===== src/rtl/xlat_pkg.sv =====
`timescale 1ns/1ps
package xlat_pkg;
  typedef enum logic [1:0] {
    ST_IDLE = 2'd0,
    ST_WREQ = 2'd1,
    ST_WAIT = 2'd2
  } seq_state_t;
endpackage


===== src/rtl/xlat_store.sv =====
`timescale 1ns/1ps
module xlat_store #(
  parameter int SETS   = 4,
  parameter int WAYS   = 4,
  parameter int TAG_W  = 6,
  parameter int PPN_W  = 6,
  parameter int PERM_W = 3,
  localparam int SET_W = $clog2(SETS),
  localparam int WAY_W = $clog2(WAYS)
) (
  input  logic                        clk,
  input  logic                        rst_n,
  input  logic                        flush_i,
  input  logic [SET_W-1:0]            lk_set_i,
  input  logic [TAG_W-1:0]            lk_tag_i,
  output logic [WAYS-1:0]             lk_hit_vec_o,
  output logic [PPN_W-1:0]            lk_ppn_o,
  output logic [PERM_W-1:0]           lk_perm_o,
  input  logic                        wr_en_i,
  input  logic [SET_W-1:0]            wr_set_i,
  input  logic [WAY_W-1:0]            wr_way_i,
  input  logic [TAG_W-1:0]            wr_tag_i,
  input  logic [PPN_W-1:0]            wr_ppn_i,
  input  logic [PERM_W-1:0]           wr_perm_i,
  output logic [SETS-1:0][WAYS-1:0]   valid_o
);
  logic [SETS-1:0][WAYS-1:0] valid_q;
  logic [TAG_W-1:0]  tag_q  [SETS][WAYS];
  logic [PPN_W-1:0]  ppn_q  [SETS][WAYS];
  logic [PERM_W-1:0] perm_q [SETS][WAYS];

  // Valid bits: flush has priority over a fill in the same cycle.
  always_ff @(posedge clk) begin
    if (!rst_n || flush_i) begin
      valid_q <= '0;
    end else if (wr_en_i) begin
      valid_q[wr_set_i][wr_way_i] <= 1'b1;
    end
  end

  always_ff @(posedge clk) begin
    if (wr_en_i) begin
      tag_q[wr_set_i][wr_way_i]  <= wr_tag_i;
      ppn_q[wr_set_i][wr_way_i]  <= wr_ppn_i;
      perm_q[wr_set_i][wr_way_i] <= wr_perm_i;
    end
  end

  // Parallel tag compare across all ways of the indexed set.
  for (genvar w = 0; w < WAYS; w++) begin : g_cmp
    assign lk_hit_vec_o[w] = valid_q[lk_set_i][w] && (tag_q[lk_set_i][w] == lk_tag_i);
  end

  always_comb begin
    lk_ppn_o  = '0;
    lk_perm_o = '0;
    for (int w = 0; w < WAYS; w++) begin
      if (lk_hit_vec_o[w]) begin
        lk_ppn_o  = lk_ppn_o  | ppn_q[lk_set_i][w];
        lk_perm_o = lk_perm_o | perm_q[lk_set_i][w];
      end
    end
  end

  assign valid_o = valid_q;

  // never more than one matching way
  a_r10_single_match: assert property (@(posedge clk) disable iff (!rst_n)
    $onehot0(lk_hit_vec_o));

  // a flush leaves every entry invalid
  a_r8_flush_clears: assert property (@(posedge clk) disable iff (!rst_n)
    flush_i |=> (valid_q == '0));

  // flush together with a fill still leaves nothing valid
  a_r9_flush_beats_fill: assert property (@(posedge clk) disable iff (!rst_n)
    (flush_i && wr_en_i) |=> (valid_q == '0));
endmodule


===== src/rtl/xlat_victim.sv =====
`timescale 1ns/1ps
module xlat_victim #(
  parameter int SETS = 4,
  parameter int WAYS = 4,
  localparam int SET_W = $clog2(SETS),
  localparam int WAY_W = $clog2(WAYS)
) (
  input  logic             clk,
  input  logic             rst_n,
  input  logic [SET_W-1:0] set_i,
  input  logic [WAYS-1:0]  row_valid_i,
  input  logic             adv_i,
  output logic [WAY_W-1:0] way_o
);
  logic [SETS*WAY_W-1:0] ptr_flat;
  logic [WAY_W-1:0]      ptr_sel;
  logic                  row_full;

  assign row_full = &row_valid_i;
  assign ptr_sel  = ptr_flat[set_i*WAY_W +: WAY_W];

  // One rotating pointer per set, advanced only when it chose the victim.
  for (genvar s = 0; s < SETS; s++) begin : g_ptr
    logic [WAY_W-1:0] ptr_q;
    always_ff @(posedge clk) begin
      if (!rst_n) begin
        ptr_q <= '0;
      end else if (adv_i && row_full && (set_i == SET_W'(s))) begin
        ptr_q <= ptr_q + 1'b1;
      end
    end
    assign ptr_flat[s*WAY_W +: WAY_W] = ptr_q;
  end

  // Lowest-numbered invalid way wins; otherwise the pointer decides.
  always_comb begin
    logic found;
    found = 1'b0;
    way_o = ptr_sel;
    for (int w = 0; w < WAYS; w++) begin
      if (!found && !row_valid_i[w]) begin
        way_o = WAY_W'(w);
        found = 1'b1;
      end
    end
  end

  // a fill never overwrites a valid way while an invalid one remains
  a_r7_invalid_first: assert property (@(posedge clk) disable iff (!rst_n)
    (adv_i && !row_full) |-> !row_valid_i[way_o]);
endmodule


===== src/rtl/xlat_seq.sv =====
`timescale 1ns/1ps
module xlat_seq
  import xlat_pkg::*;
(
  input  logic clk,
  input  logic rst_n,
  input  logic flush_i,
  input  logic req_valid_i,
  input  logic lk_hit_i,
  input  logic walk_req_ready_i,
  input  logic walk_rsp_valid_i,
  output logic req_ready_o,
  output logic walk_req_valid_o,
  output logic walk_rsp_ready_o
);
  seq_state_t state_q, state_d;

  assign req_ready_o      = (state_q == ST_IDLE) && !flush_i;
  assign walk_req_valid_o = (state_q == ST_WREQ);
  assign walk_rsp_ready_o = (state_q == ST_WAIT);

  always_comb begin
    state_d = state_q;
    unique case (state_q)
      ST_IDLE: if (req_valid_i && req_ready_o && !lk_hit_i) state_d = ST_WREQ;
      ST_WREQ: if (walk_req_ready_i) state_d = ST_WAIT;
      ST_WAIT: if (walk_rsp_valid_i) state_d = ST_IDLE;
      default: state_d = ST_IDLE;
    endcase
  end

  always_ff @(posedge clk) begin
    if (!rst_n) state_q <= ST_IDLE;
    else        state_q <= state_d;
  end

  // no new request is taken while a walk is outstanding
  a_r4_busy_blocks: assert property (@(posedge clk) disable iff (!rst_n)
    (walk_req_valid_o || walk_rsp_ready_o) |-> !req_ready_o);
endmodule


===== src/rtl/xlat_cache.sv =====
`timescale 1ns/1ps
module xlat_cache #(
  parameter int VPN_W  = 8,
  parameter int SETS   = 4,
  parameter int WAYS   = 4,
  parameter int PPN_W  = 6,
  parameter int PERM_W = 3,
  localparam int SET_W = $clog2(SETS),
  localparam int WAY_W = $clog2(WAYS),
  localparam int TAG_W = VPN_W - SET_W
) (
  input  logic              clk,
  input  logic              rst_n,
  input  logic              flush_i,
  input  logic              req_valid_i,
  output logic              req_ready_o,
  input  logic [VPN_W-1:0]  req_vpn_i,
  output logic              resp_valid_o,
  output logic              resp_hit_o,
  output logic              resp_fault_o,
  output logic [PPN_W-1:0]  resp_ppn_o,
  output logic [PERM_W-1:0] resp_perm_o,
  output logic              walk_req_valid_o,
  input  logic              walk_req_ready_i,
  output logic [VPN_W-1:0]  walk_req_vpn_o,
  input  logic              walk_rsp_valid_i,
  output logic              walk_rsp_ready_o,
  input  logic              walk_rsp_fault_i,
  input  logic [PPN_W-1:0]  walk_rsp_ppn_i,
  input  logic [PERM_W-1:0] walk_rsp_perm_i
);
  logic [WAYS-1:0]           hit_vec;
  logic                      hit_any;
  logic [PPN_W-1:0]          lk_ppn;
  logic [PERM_W-1:0]         lk_perm;
  logic [SETS-1:0][WAYS-1:0] valid_bits;
  logic [VPN_W-1:0]          pend_vpn_q;
  logic [SET_W-1:0]          fill_set;
  logic [WAY_W-1:0]          fill_way;
  logic                      req_fire, rsp_fire, fill_en;

  assign hit_any  = |hit_vec;
  assign req_fire = req_valid_i && req_ready_o;
  assign rsp_fire = walk_rsp_valid_i && walk_rsp_ready_o;
  assign fill_en  = rsp_fire && !walk_rsp_fault_i;
  assign fill_set = pend_vpn_q[SET_W-1:0];
  assign walk_req_vpn_o = pend_vpn_q;

  xlat_seq u_seq (
    .clk              (clk),
    .rst_n            (rst_n),
    .flush_i          (flush_i),
    .req_valid_i      (req_valid_i),
    .lk_hit_i         (hit_any),
    .walk_req_ready_i (walk_req_ready_i),
    .walk_rsp_valid_i (walk_rsp_valid_i),
    .req_ready_o      (req_ready_o),
    .walk_req_valid_o (walk_req_valid_o),
    .walk_rsp_ready_o (walk_rsp_ready_o)
  );

  xlat_store #(
    .SETS(SETS), .WAYS(WAYS), .TAG_W(TAG_W), .PPN_W(PPN_W), .PERM_W(PERM_W)
  ) u_store (
    .clk          (clk),
    .rst_n        (rst_n),
    .flush_i      (flush_i),
    .lk_set_i     (req_vpn_i[SET_W-1:0]),
    .lk_tag_i     (req_vpn_i[VPN_W-1:SET_W]),
    .lk_hit_vec_o (hit_vec),
    .lk_ppn_o     (lk_ppn),
    .lk_perm_o    (lk_perm),
    .wr_en_i      (fill_en),
    .wr_set_i     (fill_set),
    .wr_way_i     (fill_way),
    .wr_tag_i     (pend_vpn_q[VPN_W-1:SET_W]),
    .wr_ppn_i     (walk_rsp_ppn_i),
    .wr_perm_i    (walk_rsp_perm_i),
    .valid_o      (valid_bits)
  );

  xlat_victim #(.SETS(SETS), .WAYS(WAYS)) u_victim (
    .clk         (clk),
    .rst_n       (rst_n),
    .set_i       (fill_set),
    .row_valid_i (valid_bits[fill_set]),
    .adv_i       (fill_en && !flush_i),
    .way_o       (fill_way)
  );

  // Registered result: hits one cycle after acceptance, misses one cycle after the walk answer.
  always_ff @(posedge clk) begin
    if (!rst_n) begin
      resp_valid_o <= 1'b0;
      resp_hit_o   <= 1'b0;
      resp_fault_o <= 1'b0;
      resp_ppn_o   <= '0;
      resp_perm_o  <= '0;
      pend_vpn_q   <= '0;
    end else begin
      resp_valid_o <= 1'b0;
      if (req_fire && hit_any) begin
        resp_valid_o <= 1'b1;
        resp_hit_o   <= 1'b1;
        resp_fault_o <= 1'b0;
        resp_ppn_o   <= lk_ppn;
        resp_perm_o  <= lk_perm;
      end else if (rsp_fire) begin
        resp_valid_o <= 1'b1;
        resp_hit_o   <= 1'b0;
        resp_fault_o <= walk_rsp_fault_i;
        resp_ppn_o   <= walk_rsp_ppn_i;
        resp_perm_o  <= walk_rsp_perm_i;
      end
      if (req_fire && !hit_any) pend_vpn_q <= req_vpn_i;
    end
  end

  // every accepted request yields a response or a walk request next cycle
  a_r3_prompt_answer: assert property (@(posedge clk) disable iff (!rst_n)
    req_fire |=> (resp_valid_o || walk_req_valid_o));

  // a stalled walk request stays up with a stable VPN
  a_r4_walk_hold: assert property (@(posedge clk) disable iff (!rst_n)
    (walk_req_valid_o && !walk_req_ready_i) |=> (walk_req_valid_o && $stable(walk_req_vpn_o)));

  // a faulting answer changes no valid bit
  a_r6_fault_no_fill: assert property (@(posedge clk) disable iff (!rst_n)
    (rsp_fire && walk_rsp_fault_i && !flush_i) |=> $stable(valid_bits));

  // a response pulse is never issued while waiting on the walker
  a_r5_no_resp_mid_walk: assert property (@(posedge clk) disable iff (!rst_n)
    walk_req_valid_o |-> !resp_valid_o);
endmodule


===== config.mk =====
export PLATFORM = sky130hd
export DESIGN_NAME = xlat_cache
export DESIGN_NICKNAME = d
export VERILOG_FILES = /design/src/rtl/xlat_pkg.sv /design/src/rtl/xlat_store.sv /design/src/rtl/xlat_victim.sv /design/src/rtl/xlat_seq.sv /design/src/rtl/xlat_cache.sv
export SDC_FILE = /design/constraint.sdc
export NUM_CORES = 1
export LEC_CHECK = 0
export ABC_AREA = 1
export BUFFER_PORTS_ARGS = -buffer_cell sky130_fd_sc_hd__buf_2
export CORE_MARGIN = 2
export CORE_UTILIZATION = 45
export DETAILED_ROUTE_END_ITERATION = 10
export SKIP_LAST_GASP = 1
export SYNTH_ARGS = -nofsm -noshare
export SYNTH_HDL_FRONTEND = slang
export SYNTH_SLANG_ARGS = --single-unit

===== constraint.sdc =====
create_clock -name clk -period 2.3 [get_ports clk]
set_input_delay 0.345 -clock clk [delete_from_list [all_inputs] [get_ports clk]]
set_output_delay 0.345 -clock clk [all_outputs]
set_load 0.1 [all_outputs]

==> metrics.txt, run 1 <==
Fin. Hold Viols=0; Worst Skew=0.0287 ns; critical-path maximum fanout=12; sequential share of the synthesized area=0.678; Lkg Pwr=0.00530 uW; Die Area=28,000 sq um; commonest non-fill, non-tap cells in the layout=nand2_1, edfxtp_1, nand3_1; initial antenna violation count=0; WP data arrival=2.53 ns; DR vias/cell=5.46; n_diodes=0; Post-DRT Antenna Nets=0; gr usage total=0.226; initial DRC count=799; grt ovf=0; CTS sink count=286; Req. time, crit path=2.55 ns; Synth Area in XOR/XNOR=0.00365; Distinct cells, synth=34; io pins=47; hold crit path type=input pin to flip-flop; mean routed wirelength per cell=20.1 microns; vias after detailed routing=8,661; Std-Cell Rows=59; Syn-to-layout area delta=20.7%; RSZ-0062 raised after global routing=yes; syn avg cell area=10.7 sq um; Skew-Pair Late Insertion Delay=0.57 ns; fin worst setup slack=0.0228 ns; Clock Pin Slew Worst Setup and Hold Paths=0.06 ns; max frequency=0.439 GHz; Max Cap Viol=0; Final period util=0.990; syn nets=1,149; Slew HR=0.670; status=finished clean; Min Hold Slack=0.0922 ns; Yosys reg bits=286; largest net degree at the start of global routing=56; non-filler cells, final=1,587; synthesized instance count=1,125; Crit Path Class=flip-flop to flip-flop; critical path's slowest cell=dfxtp_4; compound-cell area share of the yosys netlist=0.0779; post-layout util=0.554; max-slew violation count=0; Final Net Count=1,252; post-detail-place hpwl=19,900 microns; Initial Util=0.459; peak supply drop=0.668 mV; pwr dens=782 nW/um^2; fin crit period=2.28 ns; Die Ht=167 microns; CTS Root Cell=clkbuf_16; DRC viols=0; CP startpoint kind=flip-flop; Num CTS Buffers=30; FILL cells=2,255; Max clock buf depth=3; first-pass GRT wire length=48,500 microns; layout cells sized above 1=0.196; Worst Max-Slew Pin Slew=0.499 ns; CP endpoint kind=flip-flop; GP Congestion=0.854; largest family of logic cells by synthesized area=simple AND/OR/NAND/NOR gates; Final setup viols=0; drt first pass iters=5; Port Buf Inserts=46; Post-Syn Area=12,000 sq um; post-synthesis adder-cell area fraction=0; post-synthesis mux area share=0; placed cells=1,525; CTS tree=yes; critical-path cell list=inv_2 > nand2_4 > buf_6 > o22ai_2 > nor2_1 > o21ai_1 > inv_2 > nor2_4 > nand2_4 > nor2_4 > buf_4 > nand3_4 > clkinvlp_4 > buf_12; chip width=167 microns; slowest cell delay on critical path=0.36 ns; Power, Total=11,300 uW; commonest non-fill, non-tap cell in the layout=nand2_1; CTS H-tree lvls=1; Core ar.=26,100 sq um; number of global-route vias before repair=8,170; Simple-Gate Fraction of Synth Area=0.196; pre-CTS WS=-0.00347 ns; Routed Wire Length=32,000 microns; YS warnings=0; hold_buf cts=0
synthesized netlist by cell type:
library cell | number | area, sq um
o22ai_1 | 43 | 269
nor2_2 | 3 | 18.8
a21oi_4 | 1 | 16.3
nand2_2 | 3 | 18.8
buf_4 | 4 | 30.0
nor3_1 | 2 | 10.0
o21ai_2 | 1 | 8.76
buf_1 | 1 | 3.75
nor3_2 | 1 | 10.0
a21oi_1 | 37 | 185
dfxtp_1 | 46 | 921
nor2_4 | 6 | 67.6
xor2_1 | 5 | 43.8
nand4_1 | 1 | 6.26
nor2_1 | 122 | 458
nand2_4 | 3 | 33.8
buf_2 | 10 | 50.1
nand3_1 | 129 | 646
inv_2 | 8 | 30.0
o2111ai_1 | 1 | 8.76
o21ai_0 | 75 | 375
o211a_1 | 1 | 10.0
or2_2 | 10 | 62.6
inv_1 | 65 | 244
inv_4 | 1 | 6.26
buf_6 | 6 | 67.6
clkinv_1 | 2 | 7.51
nor2_8 | 2 | 40.0
clkbuf_1 | 27 | 101
a221oi_1 | 1 | 8.76
edfxtp_1 | 240 | 7210
o211ai_1 | 5 | 37.5
o21ai_1 | 3 | 15.0
nand2_1 | 260 | 976
final timing paths:
check,cells past startpoint,slack (ns),end,startpoint
hold / removal,4,0.09,u_seq.state_q[0],walk_req_ready_i
setup reg to reg,14,0.02,u_store.tag_q[2][2],walk_req_vpn_o[1]
hold reg to reg,2,0.46,u_victim.g_ptr[3].ptr_q[0],u_victim.g_ptr[3].ptr_q[0]
setup / recovery,14,0.02,u_store.tag_q[2][2],walk_req_vpn_o[1]
through the flow:
stage | TNS [ns] | cell area [sq um]
finish | 0 | 14500
global route | -3.61 | 14500
CTS | -0.0250 | 14300
detailed placement | -0.0343 | 13300
global placement | 0 | 13300
floorplan | 0 | 12100
critical path, delay by kind of cell (launching register included):
family | cells | cell delay [ns]
buffers and inverters | 6 | 0.74
AND/OR/NAND/NOR | 6 | 0.65
flip-flops | 1 | 0.36
AO/OA/AOI/OAI | 2 | 0.21
what timing repair did:
| item | CTS | global route |
|---|---|---|
| buffers inserted | 0 | 5 |
| gates cloned | 0 | 1 |
| resized for setup | 1 | 27 |
| setup endpoints to repair | 12 | 240 |
| pin swaps | 0 | 8 |
cells by family after synthesis:
kind of cell | count (synthesis)
AOI/OAI and AO/OA | 168
xor gates and xnor gates | 5
buffers and inverters | 124
DFF | 286
and+or+nand+nor | 542
layer usage:
layer / vias up / part of all wire / track usage
met1: 4204 / 0.45 / 0.337
met3: 43 / 0.072 / 0.0281
met5: - / 0 / 0
met2: 309 / 0.46 / 0.353
met4: 0 / 0.018 / 0.0609
li1: 4105 / - / -
flip-flops by register name, summed over array words and instances, names as in the netlist:
signal and flops:
u_store.tag_q 96, u_store.valid_o 16, resp_ppn_o 6, walk_req_vpn_o 8, resp_fault_o 1, u_victim.g_ptr.ptr_q 8, resp_valid_o 1, u_store.perm_q 48
u_store.ppn_q 96, u_seq.state_q 2, resp_hit_o 1, resp_perm_o 3
where the power goes:
| part | internal, uW | switching, uW | leakage (uW) |
|---|---|---|---|
| combinational | 216 | 607 | 0.00224 |
| sequential | 5620 | 18.7 | 0.00257 |
| clock | 2890 | 1970 | 0.000491 |
area by class of cell:
| class | count | area (sq um) | area share |
|---|---|---|---|
| sequential | 286 | 8140 | 0.562 |
| multi-input combinational | 715 | 3480 | 0.240 |
| timing repair buffer | 119 | 1100 | 0.0761 |
| clock buffer | 49 | 902 | 0.0623 |
| tap | 335 | 419 | 0.0289 |
| inverter | 76 | 348 | 0.0240 |
| clock inverter | 7 | 96.3 | 0.00665 |
Note: power is estimated with default switching activity, not from simulation.
==> inputs of run 2 (changes only) <==
--- a/config.mk
+++ b/config.mk
@@ -12,3 +12,2 @@
 export DETAILED_ROUTE_END_ITERATION = 10
-export SKIP_LAST_GASP = 1
 export SYNTH_ARGS = -nofsm -noshare
==> constraint.sdc (replaced) <==
create_clock -name clk -period 2.3 [get_ports clk]
set_input_delay 0.23 -clock clk [delete_from_list [all_inputs] [get_ports clk]]
set_output_delay 0.23 -clock clk [all_outputs]
set_load 0.1 [all_outputs]
==> run 2 against run 1 <==
Against the previous run: sequential cell count is the same; count of clock-buffer cells in the layout shrank 1; clock skew shrank 0.011 ns; non-clock buffer count grew 6; core utilization shrank 0.34 points; critical path type unchanged; largest power group unchanged; highest routed layer unchanged.
==> metrics.txt, run 2 (same netlist as run 1, synthesis figures left out) <==
peak supply drop=0.559 mV (-16%); Worst Hold Depth=3 (-1); critical-path maximum fanout=15 (+3); crit path buf inv count=3 (-3); post-layout util=0.551 (-0.00345); DR WL met3=1980 microns (-14%); RR Startpoint=walk_req_vpn_o[0]; CTS sink count=286 (unchanged); post-detail-place hpwl=20,200 microns (+1.3%); CTS Root Cell=clkbuf_16; Syn-to-layout area delta=20.0%; commonest non-fill, non-tap cells in the layout=nand2_1, edfxtp_1, nor2_1; Die Ht=167 microns (unchanged); initial antenna violation count=0 (unchanged); DR WL met2=13,900 microns (-5.3%); chip width=167 microns (unchanged); first-pass GRT wire length=47,400 microns (-2.3%); hold_sp=req_vpn_i[6]; Fin. Hold Viols=0 (unchanged); Final period util=0.936 (-0.0543); CTS tree=yes; Lkg Pwr=0.00526 uW (-0.72%); layout cells sized above 1=0.197 (+0.00145); max layer used=met4; Worst Skew=0.0179 ns (-0.0108 ns); Final Net Count=1,258 (+0.48%); Final setup viols=0 (unchanged); Port Buf Inserts=46 (unchanged); Slew HR=0.670 (about the same); CTS H-tree lvls=1 (unchanged); Num CTS Buffers=30 (unchanged); Max Cap Viol=0 (unchanged); largest net degree at the start of global routing=37 (-34%); pwr dens=767 nW/um^2 (-2.0%); Initial Util=0.459 (unchanged); commonest non-fill, non-tap cell in the layout=nand2_1; status=finished clean; placed cells=1,534 (+0.59%); FILL cells=2,276 (+0.93%); critical path's slowest cell=dfxtp_4; total negative setup slack=0 ns (unchanged); Skew-Pair Late Insertion Delay=0.55 ns (-0.02 ns); Std-Cell Rows=59 (unchanged); R2R Path End=u_store.tag_q[2][18]; critical-path cell list=inv_1 > nand2_2 > nor2_1 > nor2_1 > nand2_1 > o22ai_1 > a21oi_4 > nor2_2 > nand2_1 > clkinvlp_4 > buf_12; pre-CTS WS=-0.0723 ns (-0.0688 ns); non-filler cells, final=1,593 (+0.38%); Req. time, crit path=2.55 ns (about the same); reg2reg path depth=11 (-3); drt first pass iters=5 (unchanged); Max clock buf depth=3 (unchanged); FF/Latch Area=8140 sq um (unchanged); area of the multi-input gates=3470 sq um (-0.14%); n_diodes=0 (unchanged); io pins=47 (unchanged); mean routed wirelength per cell=19.5 microns (-3.5%); fin worst setup slack=0.148 ns (+0.125 ns); CP startpoint kind=flip-flop; max-slew violation count=0 (unchanged); Power, Total=11,000 uW (-2.6%); initial DRC count=670 (-16%); vias after detailed routing=8,568 (-1.1%); Clock Pin Slew Worst Setup and Hold Paths=0.06 ns (about the same); CP endpoint kind=flip-flop; grt ovf=0 (unchanged); gr usage total=0.220 (-0.00657); Regs by FF count=u_store.ppn_q (96), u_store.tag_q (96), u_store.perm_q (48); Crit Path Class=flip-flop to flip-flop; fin crit period=2.15 ns (-0.125 ns); Worst R2R Setup Slack=0.15 ns (+0.12 ns); Post-DRT Antenna Nets=0 (unchanged); WP data arrival=2.40 ns (-0.13 ns); Routed Wire Length=31,000 microns (-3.1%); Die Area=28,000 sq um (unchanged); hold crit path type=input pin to flip-flop; GP Congestion=0.839 (-1.7%); DRC viols=0 (unchanged); Hold Path End=walk_req_vpn_o[6]; Met1 Wirelength=14,000 microns (-2.6%); Top delay family on crit path=simple AND/OR/NAND/NOR gates; Worst Max-Slew Pin Slew=0.499 ns (+0.000132 ns); number of global-route vias before repair=8,189 (+0.23%); DR vias/cell=5.38 (-1.4%); RSZ-0062 raised after global routing=no; Core ar.=26,100 sq um (unchanged); slowest cell delay on critical path=0.39 ns (+0.03 ns); max frequency=0.465 GHz (+5.8%)
==> run 2: routing by layer <==
metal / global-route usage / up-vias
met5: 0 / -
met4: 0.0764 / 0
met3: 0.0303 / 66
met2: 0.345 / 296
met1: 0.316 / 4091
li1: - / 4115
==> run 2: layout make-up <==
class	instances	share of cell area
repair buffers	125	0.0750
clock buffers	48	0.0597
well taps	335	0.0291
inverters	76	0.0242
clock inverters	8	0.00548
flip-flops and latches	286	0.565
multi-input cells	715	0.241
==> run 2: worst min-delay path, delay by kind of cell <==
family	cells	cell delay (ns)
buf+inv	1	0.14
simple gates	1	0.08
compound gates	1	0.06
==> run 2: worst max path at each step <==
stage	slack, ns	end	from	cells after the start
after global placement	-0.07	u_store.perm_q[1][1]	walk_req_vpn_o[0]	10
after detailed placement	-0.07	u_store.perm_q[1][1]	walk_req_vpn_o[0]	10
after CTS	0.003	u_store.tag_q[0][17]	walk_req_vpn_o[1]	11
final	0.15	u_store.tag_q[2][18]	walk_req_vpn_o[0]	11
after global routing	0.03	u_store.tag_q[0][11]	walk_req_vpn_o[1]	13
after floorplan	0.02	u_store.perm_q[0][3]	u_seq.state_q[1]	8
==> run 2: per-stage QoR <==
step,hold WS (ns),instance area [sq um]
after global routing,0.0307,14400
final,0.0169,14400
after detailed placement,0.444,13300
after CTS,0.00666,14300
after global placement,0.439,13300
after floorplan,0.329,12100
==> run 2: report_power, final <==
part | switching, uW | leakage, uW | total [uW] | internal [uW]
sequential | 14.9 | 0.00257 | 5640 | 5630
combinational | 597 | 0.00223 | 823 | 226
clock | 1910 | 0.000456 | 4570 | 2660
total | 2520 | 0.00526 | 11000 | 8510
==> run 2: timing repair <==
| action | 4_1_cts | 5_1_grt |
|---|---|---|
| setup buffers | 0 | 2 |
| resized for setup | 4 | 20 |
| setup endpoints to repair | 216 | 240 |
| endpoints found under the hold margin | 1 | 0 |
| pin swaps | 0 | 2 |
| hold buffers | 1 | 0 |
==> inputs of run 3 (changes only) <==
- SYNTH_HIERARCHICAL: default -> 1
==> run 3 against run 2 <==
Against the previous run: total power is 1.6% higher; non-clock buffer count up 18; design area is 3.5% higher; sequential power is essentially flat; maximum frequency shrank 2.2%; global-route usage grew 1.3 points; hold slack improved by 0.0041 ns; worst setup slack got worse by 0.048 ns; die area increased by 1.3%; cell count increased by 5.1%; core utilization rose by 0.65 points; count of clock-buffer cells in the layout down 6; highest routed layer unchanged.
==> metrics.txt, run 3 <==
number of global-route vias before repair=8,748 (+6.8%); CTS sink count=286 (unchanged); Worst Hold Depth=3 (unchanged); Power, Total=11,200 uW (+1.6%); Die Ht=168 microns (+0.65%); Max clock buf depth=3 (unchanged); P_int=8630 uW (+1.4%); syn nets=1,210 (+5.3%); io pins=47 (unchanged); Final setup viols=0 (unchanged); clock group share of total power=0.419 (+0.005); RR Startpoint=walk_req_vpn_o[0]; CTS Root Cell=clkbuf_16; switching power=2570 uW (+2.1%); most frequent cell after synthesis=nand2_1; hold_sp=req_vpn_i[5]; CTS tree=yes; mean routed wirelength per cell=19.5 microns (+0.21%); status=finished clean; critical-path cell list=buf_4 > o21ai_0 > o22ai_2 > nand3_1 > nor2_2 > nor2_4 > nor2_1 > nand2_2 > nor2_4 > buf_12; fin crit period=2.20 ns (+0.0477 ns); post-detail-place hpwl=21,400 microns (+5.7%); ys async rst share=0 (unchanged); ranking of synthesized cells by area=edfxtp_1, nand2_1, dfxtp_1, nand3_1, nor2_1; Worst Skew=0.0188 ns (+0.000955 ns); Slew HR=0.597 (-0.0732); share of total power in sequential cells=0.503 (-0.008); layout cells sized above 1=0.185 (-0.0126); n_diodes=0 (unchanged); grt ovf=0 (unchanged); CTS H-tree lvls=1 (unchanged); synthesized instance count=1,186 (+5.4%); post-synth top area share=0.593 (-0.00798); Worst R2R Setup Slack=0.1 ns (-0.05 ns); Core ar.=26,700 sq um (+2.3%); Clock Pin Slew Worst Setup and Hold Paths=0.06 ns (about the same); CP endpoint kind=flip-flop; Post-Syn Area=12,200 sq um (+1.3%); sw frac=0.230 (+0.00124); Post-synth top flop=edfxtp_1; Top delay family on crit path=simple AND/OR/NAND/NOR gates; hold crit path type=input pin to flip-flop; Final Cell Area=14,900 sq um (+3.5%); Lkg Pwr=0.00552 uW (+4.9%); Yosys reg bits=286 (unchanged); Crit Path Class=flip-flop to flip-flop; GP Congestion=0.872 (+3.9%); Max Cap Viol=0 (unchanged); Final Net Count=1,333 (+6.0%); Std-Cell Rows=60 (+1.7%); Worst Max-Slew Pin Slew=0.604 ns (+0.105 ns); critical-path maximum fanout=9 (-6); DRC viols=0 (unchanged); DR vias/cell=5.39 (+0.18%); Regs by FF count=u_store/ppn_q (96), u_store/tag_q (96), u_store/perm_q (48); critical path's slowest cell=dfxtp_4; first-pass GRT wire length=50,000 microns (+5.6%); Post-synth EDFFs=240 (unchanged); Num CTS Buffers=30 (unchanged); Initial Util=0.455 (-0.00415); R2R Path End=u_store/ppn_q[3][22]; commonest non-fill, non-tap cells in the layout=nand2_1, edfxtp_1, nor2_1; crit path buf inv count=2 (-1); Post-DRT Antenna Nets=0 (unchanged); max-slew violation count=0 (unchanged); gr usage total=0.232 (+0.0129); Routed Wire Length=32,600 microns (+5.3%); Req. time, crit path=2.57 ns (+0.02 ns); Min Hold Slack=0.0210 ns (+0.00410 ns); syn avg cell area=10.2 sq um (-3.9%); initial antenna violation count=0 (unchanged); slowest cell delay on critical path=0.40 ns (about the same); chip width=168 microns (+0.65%); sequential share of the synthesized area=0.669 (-0.00900); Logic pwr share=0.077 (+0.002); Skew-Pair Late Insertion Delay=0.56 ns (about the same); peak supply drop=0.663 mV (+19%); Final period util=0.957 (+0.0207); RSZ-0062 raised after global routing=yes; Post-DP Area=13,800 sq um (+3.7%); total negative setup slack=0 ns (unchanged); vias after detailed routing=9,020 (+5.3%); Die Area=28,300 sq um (+1.3%); CP startpoint kind=flip-flop; Yosys top cell by area=edfxtp_1; drt first pass iters=5 (unchanged); commonest non-fill, non-tap cell in the layout=nand2_1; YS warnings=6 (+6); top post-synthesis cells by count=nand2_1, edfxtp_1, nor2_1; reg2reg path depth=10 (-1); max frequency=0.455 GHz (-2.2%); Fin. Hold Viols=0 (unchanged); initial DRC count=814 (+21%); cell repeated most along the worst path=nor2_4; pwr dens=753 nW/um^2 (-1.8%); Syn-to-layout area delta=22.5%; Distinct cells, synth=28 (-18%); WP data arrival=2.47 ns (+0.07 ns); largest net degree at the start of global routing=49 (+32%); Port Buf Inserts=46 (unchanged); Hold Path End=walk_req_vpn_o[5]
[run 3: cell types whose count changed in the layout (fill, tap and decap cells not counted), moves of 10 or more]
cell / delta
or2_2: -10
clkinvlp_4: -15
nor2_1: +13
buf_12: +12
nor2_4: +16
inv_1: +15
nand2_1: +51
[run 3: cell type report]
cell class              count  area [sq um]
multi-input cells         769          3680
flip-flops and latches    286          8140
clock inverters            14           130
inverters                  79           304
repair buffers            143          1380
fillers                  2291         11800
clock buffers              42           837
well taps                 341           427
[run 3: worst min-delay path: stages]
cell and delay [ns]:
buf_2 0.15, nand2_1 0.08, a21oi_1 0.06
[run 3: cell families after synthesis]
kind of cell,count (synthesis),synth area share
XOR/XNOR,4,0.00288
AND/OR/NAND/NOR,603,0.207
flip-flops,286,0.669
AO/OA/AOI/OAI,162,0.0713
buffers and inverters,131,0.0498
[run 3: worst max path at each step]
stage                             to  slack, ns  depth (start not counted)         startpoint
3_3_place_gp       walk_req_vpn_o[6]      -0.24                         16       req_vpn_i[0]
5_1_grt        u_store/perm_q[3][10]      -0.02                         10  walk_req_vpn_o[0]
6_report        u_store/ppn_q[3][22]        0.1                         10  walk_req_vpn_o[0]
4_1_cts         u_store/tag_q[0][13]       0.02                         10  walk_req_vpn_o[0]
3_5_place_dp       walk_req_vpn_o[6]      -0.28                         16       req_vpn_i[0]
2_1_floorplan   u_store/perm_q[0][6]      -0.20                         10  walk_req_vpn_o[0]
[run 3: what timing repair did]
item,4_1_cts,5_1_grt
hold buffers,6,0
gates resized for setup,3,8
endpoints found under the hold margin,6,0
buffers inserted,0,3
setup endpoints to repair,76,221
pin swaps,0,2
[run 3: layer usage]
layer	part of all wire	GRT usage
met2	0.49	0.403
met3	0.052	0.0317
met4	0.032	0.0810
met1	0.43	0.301
met5	0	0
[run 3: metrics by stage]
step / utilization / setup WS [ns] / instances
finish: 0.557 / 0.0999 / 1674
detailed placement: 0.516 / -0.275 / 1609
CTS: 0.555 / 0.0158 / 1671
global route: 0.557 / -0.0176 / 1674
floorplan: - / -0.196 / 1186
global placement: 0.516 / -0.242 / 1609
[run 3: power by group through the flow]
stage	logic [uW]	clock network, uW	registers [uW]
CTS	857	4790	5640
floorplan	447	0	5840
global route	950	4990	5640
finish	868	4700	5640
detailed placement	842	0	5750
global placement	836	0	5750
